**src/rtl/rws_pkg.sv**
```systemverilog
package rws_pkg;
  typedef enum logic [1:0] {
    ST_RUN  = 2'd0,
    ST_HOLD = 2'd1,
    ST_SST  = 2'd2,
    ST_OPT  = 2'd3
  } seq_st_e;

  typedef enum logic [1:0] {
    K_COLD = 2'd0,
    K_WARM = 2'd1,
    K_WAKE = 2'd2
  } rst_kind_e;

  typedef struct packed {
    logic to;
    logic pdf;
  } stat_t;
endpackage

```
**src/rtl/rws_sync2.sv**
```systemverilog
module rws_sync2 #(
  parameter logic RST_VAL = 1'b1
) (
  input  logic clk_i,
  input  logic arst_i,
  input  logic d_i,
  output logic q_o
);
  logic s1_q, s2_q;

  always_ff @(posedge clk_i or posedge arst_i) begin
    if (arst_i) begin
      s1_q <= RST_VAL;
      s2_q <= RST_VAL;
    end else begin
      s1_q <= d_i;
      s2_q <= s1_q;
    end
  end

  assign q_o = s2_q;
endmodule

```
**src/rtl/rws_cnt.sv**
```systemverilog
module rws_cnt #(
  parameter int            W    = 4,
  parameter logic [W-1:0]  LAST = '1
) (
  input  logic clk_i,
  input  logic arst_i,
  input  logic clr_i,
  input  logic en_i,
  output logic done_o
);
  logic [W-1:0] cnt_q;

  always_ff @(posedge clk_i or posedge arst_i) begin
    if (arst_i)      cnt_q <= '0;
    else if (clr_i)  cnt_q <= '0;
    else if (en_i)   cnt_q <= cnt_q + 1'b1;
  end

  assign done_o = en_i && (cnt_q == LAST);

  // a clear always restarts the count from zero
  p_clr_zero_r9: assert property (@(posedge clk_i) disable iff (arst_i)
    clr_i |=> (cnt_q == '0));
endmodule

```
**src/rtl/rws_classify.sv**
```systemverilog
module rws_classify
  import rws_pkg::*;
(
  input  seq_st_e   st_i,
  input  logic      pin_low_i,
  input  logic      wdt_i,
  input  logic      wake_i,
  input  logic      halt_i,
  input  stat_t     flags_q_i,
  output logic      take_o,
  output logic      hold_o,
  output rst_kind_e kind_o,
  output stat_t     flags_d_o
);
  logic accept;

  always_comb begin
    accept    = (st_i != ST_HOLD);
    take_o    = 1'b0;
    hold_o    = 1'b0;
    kind_o    = K_COLD;
    flags_d_o = flags_q_i;
    if (accept && pin_low_i) begin
      take_o = 1'b1;
      hold_o = 1'b1;
      kind_o = K_COLD;
      if (halt_i) flags_d_o = '{to: 1'b0, pdf: 1'b1};
    end else if (accept && wdt_i) begin
      take_o = 1'b1;
      if (halt_i) begin
        kind_o    = K_WARM;
        flags_d_o = '{to: 1'b1, pdf: 1'b1};
      end else begin
        kind_o       = K_COLD;
        flags_d_o.to = 1'b1;
      end
    end else if ((st_i == ST_RUN) && wake_i && halt_i) begin
      take_o = 1'b1;
      kind_o = K_WAKE;
    end
  end
endmodule

```
**src/rtl/rst_wake_seq.sv**
```systemverilog
module rst_wake_seq
  import rws_pkg::*;
#(
  parameter int SST_BITS = 10,
  parameter int OPT_DLY  = 16
) (
  input  logic clk_i,
  input  logic por_i,
  input  logic ext_rst_n_i,
  input  logic wdt_to_i,
  input  logic halt_i,
  input  logic wake_i,
  output logic core_run_o,
  output logic rst_pcsp_o,
  output logic rst_periph_o,
  output logic flag_to_o,
  output logic flag_pdf_o
);
  localparam int OPT_W = (OPT_DLY > 1) ? $clog2(OPT_DLY) : 1;
  localparam logic [SST_BITS-1:0] SST_LAST = '1;
  localparam logic [OPT_W-1:0]    OPT_LAST = OPT_W'(OPT_DLY - 1);

  seq_st_e   st_q;
  rst_kind_e kind_q, ev_kind;
  stat_t     flags_q, flags_d;
  logic      pin_sync, pin_low;
  logic      ev_take, ev_hold;
  logic      sst_done, opt_done;

  rws_sync2 #(.RST_VAL(1'b1)) pin_sync_i (
    .clk_i  (clk_i),
    .arst_i (por_i),
    .d_i    (ext_rst_n_i),
    .q_o    (pin_sync)
  );
  assign pin_low = !pin_sync;

  rws_classify cls_i (
    .st_i      (st_q),
    .pin_low_i (pin_low),
    .wdt_i     (wdt_to_i),
    .wake_i    (wake_i),
    .halt_i    (halt_i),
    .flags_q_i (flags_q),
    .take_o    (ev_take),
    .hold_o    (ev_hold),
    .kind_o    (ev_kind),
    .flags_d_o (flags_d)
  );

  rws_cnt #(.W(SST_BITS), .LAST(SST_LAST)) sst_cnt_i (
    .clk_i  (clk_i),
    .arst_i (por_i),
    .clr_i  (ev_take || (st_q != ST_SST)),
    .en_i   ((st_q == ST_SST) && !ev_take),
    .done_o (sst_done)
  );

  rws_cnt #(.W(OPT_W), .LAST(OPT_LAST)) opt_cnt_i (
    .clk_i  (clk_i),
    .arst_i (por_i),
    .clr_i  (ev_take || (st_q != ST_OPT)),
    .en_i   ((st_q == ST_OPT) && !ev_take),
    .done_o (opt_done)
  );

  always_ff @(posedge clk_i or posedge por_i) begin
    if (por_i) begin
      st_q    <= ST_HOLD;
      kind_q  <= K_COLD;
      flags_q <= '{to: 1'b0, pdf: 1'b0};
    end else if (ev_take) begin
      flags_q <= flags_d;
      kind_q  <= ev_kind;
      st_q    <= ev_hold ? ST_HOLD : ST_SST;
    end else begin
      unique case (st_q)
        ST_HOLD: if (!pin_low) st_q <= ST_SST;
        ST_SST:  if (sst_done) st_q <= (kind_q == K_COLD) ? ST_OPT : ST_RUN;
        ST_OPT:  if (opt_done) st_q <= ST_RUN;
        default: st_q <= st_q;
      endcase
    end
  end

  assign core_run_o   = (st_q == ST_RUN);
  assign rst_pcsp_o   = (st_q != ST_RUN) && (kind_q != K_WAKE);
  assign rst_periph_o = (st_q != ST_RUN) && (kind_q == K_COLD);
  assign flag_to_o    = flags_q.to;
  assign flag_pdf_o   = flags_q.pdf;

  // watchdog while halted touches only PC/SP and sets both flags
  p_warm_scope_r1: assert property (@(posedge clk_i) disable iff (por_i)
    (core_run_o && !pin_low && wdt_to_i && halt_i)
      |=> (rst_pcsp_o && !rst_periph_o && flag_to_o && flag_pdf_o));

  // watchdog in run sets TO, keeps PDF, full reset
  p_wdt_run_flags_r2: assert property (@(posedge clk_i) disable iff (por_i)
    (core_run_o && !pin_low && wdt_to_i && !halt_i)
      |=> (flag_to_o && (flag_pdf_o == $past(flag_pdf_o)) && rst_periph_o));

  // release only on a finished count
  p_release_on_done_r4: assert property (@(posedge clk_i) disable iff (por_i)
    $rose(core_run_o) |-> $past(sst_done || opt_done));

  // synchronised pin low keeps the core stalled
  p_pin_hold_r6: assert property (@(posedge clk_i) disable iff (por_i)
    pin_low |=> !core_run_o);

  // plain wake-up resets nothing and leaves flags
  p_wake_quiet_r7: assert property (@(posedge clk_i) disable iff (por_i)
    (core_run_o && wake_i && halt_i && !pin_low && !wdt_to_i)
      |=> (!core_run_o && !rst_pcsp_o && $stable({flag_to_o, flag_pdf_o})));

  // new cause during counting restarts the start-up count
  p_restart_r9: assert property (@(posedge clk_i) disable iff (por_i)
    (((st_q == ST_SST) || (st_q == ST_OPT)) && !pin_low && wdt_to_i)
      |=> (st_q == ST_SST));

  // reset ordering
  p_rst_order_r10: assert property (@(posedge clk_i) disable iff (por_i)
    (rst_periph_o |-> rst_pcsp_o) and ((rst_pcsp_o || rst_periph_o) |-> !core_run_o));
endmodule

```
**config.mk**
```make
export PLATFORM = sky130hd
export DESIGN_NAME = rst_wake_seq
export DESIGN_NICKNAME = d
export VERILOG_FILES = /design/src/rtl/rws_pkg.sv /design/src/rtl/rws_sync2.sv /design/src/rtl/rws_cnt.sv /design/src/rtl/rws_classify.sv /design/src/rtl/rst_wake_seq.sv
export SDC_FILE = /design/constraint.sdc
export NUM_CORES = 1
export LEC_CHECK = 0
export BUFFER_PORTS_ARGS = -buffer_cell sky130_fd_sc_hd__buf_2
export CORE_ASPECT_RATIO = 0.8
export CORE_MARGIN = 2
export CORE_UTILIZATION = 30
export DETAILED_ROUTE_END_ITERATION = 6
export PLACE_DENSITY = 0.44
export SYNTH_ARGS = -nofsm -noshare
export SYNTH_HDL_FRONTEND = slang
export SYNTH_SLANG_ARGS = --single-unit
```
**constraint.sdc**
```tcl
create_clock -name clk_i -period 2.18 [get_ports clk_i]
set_input_delay 0.327 -clock clk_i [delete_from_list [all_inputs] [get_ports clk_i]]
set_output_delay 0.327 -clock clk_i [all_outputs]
set_load 0.1 [all_outputs]
```
==> results.toml, run 1 <==
[status]
status = "completed"

[routing]
wirelength_um = 1920
vias_per_cell = 4.54
drt_pass1_iterations = 4
drc = 0
routed.top_layer = "met4"
wl_met1_um = 1030
wl_met3_um = 70
wl_met2_um = 788
ant_nets = 0
wl_per_cell_um = 11.9
via_count = 731
drt_iter0_drc = 35

[layout]
final_layout_size_suffix_gt1_share_pct = 21.8
fin_nets = 132
fillers = 335
ff_latch_area_um2 = 554
synthToLayoutAreaGrowth_pct = 20.4
diodes = 0
utilization_pct = 37.5
multi_input_area_um2 = 518

[placed_design]
place_hpwl_um = 1440
gp_congestion = 0.822
io_buffers = 10

[critical_path]
cp_max_fo = 4
r2r_slack_ns = 0.32
crit_path_start = "st_q[0]"
crit_chain = "inv_1, ha_4, nor3_4, buf_2"
crit_type = "flop to output port"
crit_arrival_ns = 1.69
critPathMaxStageDelay_ns = 0.55
setup.worst_path.start_class = "flop"
endpoint = "rst_periph_o"
ff2ff_path_depth = 6
r2r-end = "st_q[1]"
slowest_stage = "dfstp_2"
worstPathRequired_ns = 1.85
r2r-start = "st_q[0]"
crit_path_end_kind = "output port"

[timing]
rsz0062_at_grt = "false"
timing.fmax_mhz = 495
finalCritPeriodShare_pct = 92.7
hold_viol_final = 0
fin_setup_tns_ns = 0
setup_viol = 0
period_minus_slack_ns = 2.02
drv_slew = 0
finClkSkew_ns = 0.00266
worst_pin_slew_ns = 0.486
relSlewSlack_pct = 67.9

[cts]
cts_buffers = 3
cts_max_level = 1
cts.sinks = 22
cts_tree = "done"
cts_resized = 0
cts-root-buf = "clkbuf_8"
cts_setup_buffers = 0
cts.clk_slew.worst_paths_ns = 0.08
holdBufCountCts = 0
clock_path_buffers = 2
clk_latency_ns = 0.26

[floorplanning]
die_w_um = 70.5
num_rows = 19
chipHeight_um = 57.2
start_util_pct = 31.2
ios = 11
core_mm2 = 0.00340
die-area_mm2 = 0.00403

[global_routing]
grt_max_degree = 23
grt_pass1_wl_um = 3440
grtUsageTotal_pct = 10.8
grt_pass1_vias = 727
grt.overflow.total = 0
antenna_found_initial = 0

[power]
max-vdd-ir-drop_v = 0.000511
power_density_mw_per_mm2 = 1320
p_leak_nw = 0.577

[logic_synthesis]
synth_commonest_cells = "dfrtp_1, nor2_1, nand2_1, ha_1, xor2_1"
ys_types = 26
synth_top_area_cell = "dfrtp_1"
synthCells = 104
postSynthAreaPerCell_um2 = 10.2
async_flop_share_pct = 100
synth_area_mm2 = 0.00106
synth_edf_count = 0
yosys_warnings = 0
synth-seq-cells = 22
synth_nets = 116
yosys.area.top_type_share_pct = 44.9
synthFlopType = "dfrtp_1"
synthTopCellsByArea = "dfrtp_1, dfstp_2, ha_1, nor2_1, xor2_1"
yosysSeqAreaShare_pct = 52.3

[min_path]
hold_class = "input pin to async pin"

[run]
maxCapViolations = 0
how the worst min path moves through the flow:
stage,end,slack (ns),cells past startpoint
6_report,flag_to_o,0.08,3
5_1_grt,opt_cnt_i.cnt_q[0],0.10,3
4_1_cts,opt_cnt_i.cnt_q[0],0.09,3
3_5_place_dp,pin_sync_i.q_o,0.35,0
3_3_place_gp,pin_sync_i.q_o,0.35,0
2_1_floorplan,flag_pdf_o,0.31,1
critical path, delay by kind of cell, from the launching register on:
| kind | cells | cell delay [ns] |
|---|---|---|
| buffers and inverters | 2 | 0.53 |
| adder cells (fa/ha/maj) | 1 | 0.20 |
| flip-flops | 1 | 0.55 |
| AND/OR/NAND/NOR | 1 | 0.16 |
placed cells by master (no fill, tap or decap), types with 2 or more instances in the layout:
master	count
nand4_1	3
and3_1	3
dfstp_2	3
o21ai_0	3
nand2_1	10
a21oi_1	3
clkbuf_8	3
nand2b_1	2
buf_2	10
dfrtp_1	19
a211oi_1	2
nand3_1	4
xor2_1	6
ha_1	5
nor2_1	19
inv_1	5
xnor2_1	4
flip-flops by register name (all words and copies together), names as in the netlist:
signal           flops
flag_pdf_o           1
flag_to_o            1
kind_q               2
opt_cnt_i.cnt_q      4
pin_sync_i.q_o       1
pin_sync_i.s1_q      1
sst_cnt_i.cnt_q     10
st_q                 2
cell type report:
type	instances	share of cell area (%)
tap	42	4.12
multi-input combinational	76	40.6
inverter	6	1.76
clock inverter	1	2.35
sequential	22	43.4
clock buffer	3	3.24
timing repair buffer	11	4.51
metrics by stage:
| stage | hold slack (ns) | total power, W | area [um^2] | setup WS (ns) | instances |
|---|---|---|---|---|---|
| 2_1_floorplan | 0.314 | 0.00120 | 1090 | 0.122 | 104 |
| 3_3_place_gp | 0.348 | 0.00133 | 1200 | 0.374 | 157 |
| 3_5_place_dp | 0.348 | 0.00132 | 1200 | 0.333 | 157 |
| 4_1_cts | 0.0900 | 0.00171 | 1280 | 0.143 | 161 |
| 5_1_grt | 0.103 | 0.00180 | 1280 | 0.0815 | 161 |
| 6_report | 0.0836 | 0.00168 | 1280 | 0.159 | 161 |
logic make-up after synthesis:
| family | count (synthesis) | synth area share (%) |
|---|---|---|
| buffers and inverters | 6 | 2.12 |
| xor gates and xnor gates | 10 | 8.26 |
| muxes | 1 | 1.42 |
| DFF | 22 | 52.3 |
| and+or+nand+nor | 46 | 20.3 |
| AOI/OAI and AO/OA | 13 | 8.50 |
| adders and majority gates | 6 | 7.08 |
metal layers:
metal,up-vias,GRT usage (%)
li1,378,-
met3,5,2.30
met5,-,0
met4,0,4.95
met2,11,14.0
met1,337,16.9
report_power, final:
group / total [W] / leakage [nW] / switching, W / internal (W)
logic: 0.000788 / 0.256 / 0.000557 / 0.000231
registers: 0.000519 / 0.285 / 0.0000506 / 0.000468
clock network: 0.000375 / 0.0357 / 0.000130 / 0.000245
total: 0.00168 / 0.577 / 0.000738 / 0.000944
(Power assumes the default switching activity.)
==> run 2, diff against run 1 <==
CELL_PAD_IN_SITES_DETAIL_PLACEMENT = 0   (was default)
CELL_PAD_IN_SITES_GLOBAL_PLACEMENT = 1   (was default)
PLACE_DENSITY = 0.54   (was 0.44)
SKIP_CTS_REPAIR_TIMING = 1   (was default)
==> run 2 against run 1 <==
Net effect:
- global-route usage shrank 0.31 points
- setup slack better by 0.00052 ns
- total power down 7.0%
- via count down 0.14%
- critical path depth stayed put
- die area unchanged
- hold slack improved by 0.0054 ns
- clock power shrank 31%
- critical path type unchanged
- largest cell class unchanged
==> results.toml, run 2 (same netlist as run 1, synthesis figures left out) <==
[status]
status = "completed"

[critical_path]
crit_path_end_kind = "output port"
ff2ff_path_depth = 5
r2r_slack_ns = 0.31
cp_max_fo = 4
crit_arrival_ns = 1.69
worstPathRequired_ns = 1.85
setup.worst_path.start_class = "flop"
crit_type = "flop to output port"

[placed_design]
place_hpwl_um = 1410
place_ws_ns = 0.319
io_buffers = 10
gp_congestion = 0.867

[routing]
drt_iter0_drc = 42
ant_nets = 0
via_count = 730
drc = 0
drt_pass1_iterations = 4
wl_per_cell_um = 11.6
vias_per_cell = 4.53
wirelength_um = 1870

[layout]
diodes = 0
largest_register_ffs = 10
fin_nets = 132
synthToLayoutAreaGrowth_pct = 17.9
final_layout_size_suffix_gt1_share_pct = 21.0
fillers = 345
reg_top3 = "sst_cnt_i.cnt_q (10), opt_cnt_i.cnt_q (4)"
most-common-layout-cells = "nor2_1, dfrtp_1, nand2_1, buf_2, xor2_1"
largest-register = "sst_cnt_i.cnt_q"

[global_routing]
grt_pass1_vias = 720
grtUsageTotal_pct = 10.5
grt_max_degree = 23
grt_pass1_wl_um = 3290
antenna_found_initial = 0
grt.overflow.total = 0

[timing]
fin_setup_tns_ns = 0
setup_ws_ns = 0.160
rsz0062_at_grt = "false"
hold_viol_final = 0
timing.fmax_mhz = 495
finalCritPeriodShare_pct = 92.7
finClkSkew_ns = 0.00353
setup_viol = 0
period_minus_slack_ns = 2.02
worst_pin_slew_ns = 0.485
drv_slew = 0
relSlewSlack_pct = 67.9

[floorplanning]
start_util_pct = 31.2
die_w_um = 70.5
die-area_mm2 = 0.00403
core_mm2 = 0.00340
num_rows = 19
ios = 11
chipHeight_um = 57.2

[cts]
clk_latency_ns = 0.26
cts_tree = "done"
clock_path_buffers = 2
cts.clk_slew.worst_paths_ns = 0.08
cts_max_level = 1
cts-root-buf = "clkbuf_8"
cts.sinks = 22
cts_buffers = 3

[min_path]
hold_class = "input pin to async pin"

[power]
max-vdd-ir-drop_v = 0.000405
power_density_mw_per_mm2 = 1250
design_power_total_w = 0.00156
p_leak_nw = 0.564

[run]
maxCapViolations = 0
## run 2: path summary, 6_finish.rpt
kind | startpoint | to
max | st_q[0] | rst_periph_o
min in group clk_i | ext_rst_n_i | pin_sync_i.s1_q
min | por_i | sst_cnt_i.cnt_q[0]
max reg2reg | st_q[0] | st_q[1]
min reg2reg | pin_sync_i.s1_q | pin_sync_i.q_o
max in group asynchronous | por_i | pin_sync_i.q_o
## run 2: metal layers
layer	wire, um	vias up	track usage [%]
met5	0	-	0
met4	15	0	4.95
met3	69	2	2.47
met2	797	8	14.4
met1	991	344	15.5
li1	-	376	-
## run 2: cell type report
| type | instances | area [um^2] | share of cell area (%) |
|---|---|---|---|
| sequential | 22 | 554 | 44.3 |
| multi-input combinational | 76 | 518 | 41.4 |
| timing repair buffer | 11 | 57.6 | 4.60 |
| tap | 42 | 52.6 | 4.20 |
| clock buffer | 4 | 45.0 | 3.60 |
| inverter | 6 | 22.5 | 1.80 |
## run 2: power by group
part / switching [W] / total [W] / internal [W]
sequential: 0.0000509 / 0.000519 / 0.000468
combinational: 0.000558 / 0.000787 / 0.000229
clock: 0.000127 / 0.000257 / 0.000130
total: 0.000736 / 0.00156 / 0.000827
## run 2: worst max-delay path: stages (launching register included)
cell and delay, ns:
dfstp_2 0.55, inv_1 0.09, ha_4 0.20, nor3_4 0.16, buf_2 0.44
## run 2: per-stage QoR
step	hold slack (ns)	utilization (%)	std cells	area, um^2
CTS	0.0976	36.8	161	1250
finish	0.0890	36.8	161	1250
floorplan	0.314	-	104	1090
detailed placement	0.347	35.4	157	1200
global placement	0.346	35.4	157	1200
global route	0.127	36.8	161	1250
